### src/rtl/xlat_fabric.sv
module xlat_fabric #(
  parameter int LEVELS = 3,
  parameter int NUM_IN = 4
) (
  input  logic              clk,
  input  logic              rst_n,
  input  logic              cfg_en,
  input  logic              cfg_din,
  input  logic [NUM_IN-1:0] var_in,
  output logic              cfg_done,
  output logic              fout
);
  localparam int XW        = (NUM_IN > 1) ? $clog2(NUM_IN) : 1;
  localparam int GATES     = LEVELS * LEVELS;
  localparam int LEAF_N    = 2 * LEVELS + 1;
  localparam int NODES     = GATES + LEAF_N;
  localparam int GATE_BASE = LEAF_N + LEVELS * XW;
  localparam int CFG_BITS  = GATE_BASE + 8 * GATES;
  localparam int CW        = $clog2(CFG_BITS + 1);

  logic [CFG_BITS-1:0] cfg;
  logic [CW-1:0]       cnt;
  logic [NODES-1:0]    node;

  function automatic logic pick(input logic [2:0] nb, input logic [1:0] s);
    case (s)
      2'd0:    return nb[0];
      2'd1:    return nb[1];
      2'd2:    return nb[2];
      default: return 1'b0;
    endcase
  endfunction

  function automatic logic expand(input logic [1:0] t, input logic x,
                                  input logic d0, input logic d1);
    case (t)
      2'b00:   return x ? d1 : d0;
      2'b01:   return d0 ^ (x & d1);
      2'b10:   return d0 ^ (~x & d1);
      default: return d0;
    endcase
  endfunction

  always_ff @(posedge clk or negedge rst_n) begin
    if (!rst_n) begin
      cfg      <= '0;
      cnt      <= '0;
      cfg_done <= 1'b0;
    end else begin
      cfg_done <= 1'b0;
      if (cfg_en) begin
        cfg <= {cfg[CFG_BITS-2:0], cfg_din};
        if (cnt == CW'(CFG_BITS - 1)) begin
          cnt      <= '0;
          cfg_done <= 1'b1;
        end else begin
          cnt <= cnt + CW'(1);
        end
      end
    end
  end

  assign node[GATES +: LEAF_N] = cfg[LEAF_N-1:0];

  for (genvar n = 1; n <= LEVELS; n++) begin : g_lvl
    localparam int CB = LEAF_N + (n - 1) * XW;
    logic [XW-1:0] cidx;
    logic          x;
    assign cidx = cfg[CB +: XW];
    assign x    = (int'(cidx) < NUM_IN) ? var_in[cidx] : 1'b0;

    for (genvar i = 0; i < 2 * n - 1; i++) begin : g_gate
      localparam int G  = (n - 1) * (n - 1) + i;
      localparam int LB = n * n + i;
      localparam int FB = GATE_BASE + 8 * G;
      logic [7:0] c;
      logic [2:0] nb;
      logic       d0, d1;
      assign c  = cfg[FB +: 8];
      assign nb = node[LB +: 3];
      assign d0 = pick(nb, c[1:0]) ^ c[2];
      assign d1 = pick(nb, c[4:3]) ^ c[5];
      assign node[G] = expand(c[7:6], x, d0, d1);
    end
  end

  assign fout = node[0];
endmodule

### config.mk
export PLATFORM = sky130hd
export DESIGN_NAME = xlat_fabric
export DESIGN_NICKNAME = d
export VERILOG_FILES = /design/src/rtl/xlat_fabric.sv
export SDC_FILE = /design/constraint.sdc
export NUM_CORES = 1
export LEC_CHECK = 0
export BUFFER_PORTS_ARGS = -buffer_cell sky130_fd_sc_hd__buf_4
export CORE_AREA = 2 2 100 102
export CTS_BUF_LIST = sky130_fd_sc_hd__clkbuf_8
export DETAILED_ROUTE_END_ITERATION = 12
export DIE_AREA = 0 0 102 104
export PLACE_DENSITY = 0.75
export REMOVE_ABC_BUFFERS = 1
export SLEW_MARGIN = 20
export SYNTH_ARGS = -nofsm -noshare
export SYNTH_HDL_FRONTEND = slang
export SYNTH_SLANG_ARGS = --single-unit
export TNS_END_PERCENT = 30
### constraint.sdc
create_clock -name clk -period 4.6 [get_ports clk]
set_input_delay 0.23 -clock clk [delete_from_list [all_inputs] [get_ports clk]]
set_output_delay 0.23 -clock clk [all_outputs]
set_load 0.1 [all_outputs]
==> metrics.md <==
| Metric | Value |
|---|---|
| Sequential power share | `about a third` |
| Die X | `102 um` |
| Final setup viols | `0` |
| Clock power frac | `between 10 and 15%` |
| Worst-margin pin slew | `1.08 ns` |
| Die Y | `104 um` |
| Area growth syn-to-layout | `8.01%` |
| Vias in the first global route | `3825` |
| Most frequent cells in the layout | `91 x dfrtp_1, 59 x mux2_2, 46 x inv_1` |
| Pins over their slew limit | `0` |
| Most common cell after layout, fill and taps aside | `dfrtp_1` |
| Seq/Total Area, Yosys | `42.0%` |
| RSZ-0062 raised after global routing | `true` |
| Largest net degree at the start of global routing | `about 110` |
| Initial antenna violation count | `0` |
| Worst Reg2Reg Path Length in Cells | `5` |
| Final Wtd Congestion | `0.798` |
| Fraction of layout cells with a size suffix above 1 | `22.0%` |
| Pleak | `2.67 nW` |
| Psw | `0.00168 W` |
| Clock slew at reported path FFs | `~0.1 ns` |
| Worst VDD drop | `0.339 mV` |
| Yosys warns | `0` |
| Internal power | `around 0.0022 W` |
| Post-Layout Inst Area | `~6000 um^2` |
| Fin cells | `675` |
| Placeable Area | `9550 um^2` |
| Worst Hold Path Cells | `2` |
| Initial Utilization | `58.1%` |
| Sink Count | `93` |
| Clk buf depth | `2` |
| FF+latch count, synth | `just over 90` |
| Root Buffer | `clkbuf_8` |
| F_max | `223 MHz` |
| DP Area | `5700 um^2` |
| Post-synth EDFFs | `0` |
| Worst reg-to-reg setup slack | `3.18 ns` |
| Detailed placement HPWL | `just under 7000 um` |
| Syn avg cell area | `10.5 um^2` |
| Final wirelength | `a little over 10000 um` |
| CTS tree | `built` |
| CP arrival | `approximately 4.3 ns` |
| Crit Path Category | `register to primary output` |
| Crit share post-route | `97.7%` |
| Status | `completed` |
| Final Hold Fails | `0` |
| Reg-to-Reg Start | `cnt[0]` |
| Synth Instances | `527` |
| Wire length per cell | `15.1 um` |
| Worst Hold Class | `input pin to register` |
| Std-Cell Rows | `36` |
| Prevailing post-synth register cell | `dfrtp_1` |
| Global Route Usage Sum | `19.8%` |
| DR pass1 iterations | `4` |
| Global-route wire length before repair | `17100 um` |
| Antenna cell count | `0` |
| Sw Share | `a little over two fifths` |
| Power Dens Cells | `657 nW/um^2` |
| Vias per inst | `5.78` |
| Ports | `10` |
| Ys async rst share | `100%` |
| Crit path time final | `around 4.5 ns` |
| Worst path required time | `4.37 ns` |
| Top cells by area, synth | `dfrtp_1 42%, mux2_2 12%, ha_1 6.5%` |
| Via count | `3901` |
| Mapped Area | `between 5000 and 6000 um^2` |
| R2r endpoint | `cnt[0]` |
| CTS buffer count | `9` |
| Util after Layout | `between 60% and 70%` |
| Nets | `between 500 and 600` |
| Largest area contributor in the netlist | `dfrtp_1` |
| Cells after DPL | `653` |
| Worst-skew pair later-pin latency | `0.37 ns` |
| Synth top area share | `42.0%` |
| Port Buffers | `9` |
| Worst rel slew slack | `28.1%` |
| CP Max Fanout | `5` |
| HP Start | `cfg_din` |
| Comb pwr share | `around half` |
| GRT overflow | `0` |
| CTS HTree Levels | `3` |
| Drt drc | `0` |
| Worst hold endpoint | `cfg[0]` |
| DIE AREA | `10600 um^2` |
| Crit path launch type | `register` |
| Max-cap violations | `0` |
| Setup Skew | `0.00904 ns` |
| Synth cell types | `about 60` |
| CP endpoint kind | `primary output` |
| Iteration-0 DRC count of the detailed router | `between 100 and 150` |
| Final ANT Viol Nets | `0` |
-- worst max-delay path by stage --
stage                 start  slack (ns)    to
finish              cfg[11]        0.11  fout
global route        cfg[11]       -0.06  fout
floorplan           cfg[11]       -0.18  fout
CTS                 cfg[11]        0.03  fout
global placement    cfg[11]        0.54  fout
detailed placement   cfg[2]        0.46  fout
-- cell usage after synthesis (3+ instances only) --
master	instances
dfrtp_1	93
mux2_2	59
inv_1	46
nand2_1	43
o21ai_0	40
ha_1	29
nor2b_1	19
nor2_1	16
clkbuf_1	15
xor2_1	12
mux2i_1	10
nand3_1	10
nand4_1	10
nand2b_1	9
nor3_1	9
xnor2_1	8
nand3b_1	7
o211ai_1	7
a21oi_1	5
a221o_1	5
a32oi_1	5
nor3b_1	4
o22ai_1	4
a2111oi_2	3
a211o_1	3
a32o_1	3
buf_6	3
mux4_2	3
o211ai_2	3
o21ai_1	3
o31ai_2	3
-- kinds of logic after synthesis --
group / count (synthesis) / share of synthesized area [%]
AND/OR/NAND/NOR: 144 / 13.9
AO/OA/AOI/OAI: 103 / 14.0
flip-flops: 93 / 42.0
multiplexers: 74 / 15.7
buffers and inverters: 64 / 4.74
adder cells (fa/ha/maj): 29 / 6.54
XOR/XNOR: 20 / 3.16
-- state kept, by name (all words and copies together) (netlist names) --
register and flops:
cfg_done 1, cfg 85, cnt 7
-- layer usage --
layer / global-route usage (%) / vias to the layer above / part of all wire [%]
li1: - / 1903 / -
met1: 25.6 / 1948 / 47
met2: 34.0 / 33 / 50
met3: 2.62 / 17 / 1.5
met4: 6.48 / 0 / 1.9
met5: 0 / - / 0
-- metrics by stage --
step / setup WS [ns] / setup TNS, ns / hold slack, ns / power [W]
global placement: 0.537 / 0 / 0.194 / 0.00318
global route: -0.0627 / -0.0627 / 0.0905 / 0.00421
floorplan: -0.178 / -0.178 / -0.0656 / 0.00285
detailed placement: 0.456 / 0 / 0.201 / 0.00326
finish: 0.106 / 0 / 0.0908 / 0.00393
CTS: 0.0263 / 0 / 0.0793 / 0.00383
-- critical path: stages, from the launching register on --
cell and delay (ns):
dfrtp_2 0.42, mux4_2 0.64, buf_4 0.19, xor2_1 0.12
and3_1 0.22, a32o_1 0.24, nor2_1 0.07, o311ai_2 0.38
xor2_1 0.16, o21a_1 0.24, a211o_1 0.33, a31o_2 0.25
nand3_1 0.09, mux2i_1 0.08, o211ai_1 0.19, buf_6 0.25
-- area by class of cell --
class,instances,area [um^2]
clock buffer,9,124
clock inverter,7,73.8
fill,770,3560
inverter,46,173
multi-input combinational,371,3000
sequential,93,2330
tap,133,166
timing repair buffer,16,126
-- power groups by stage --
| stage | combinational (W) | clock (W) | sequential, W |
|---|---|---|---|
| global placement | 0.00184 | 0 | 0.00134 |
| CTS | 0.00191 | 0.000576 | 0.00135 |
| finish | 0.00201 | 0.000567 | 0.00136 |
| global route | 0.00220 | 0.000604 | 0.00140 |
| floorplan | 0.00157 | 0 | 0.00128 |
| detailed placement | 0.00190 | 0 | 0.00136 |
-- repair_timing --
item / in CTS / in global routing
hold buffers: 1 / 0
resized for setup: 0 / 7
hold endpoints to repair: 32 / 0
setup buffers: 0 / 4
setup endpoints to repair: 0 / 1
(Power assumes the default switching activity.)
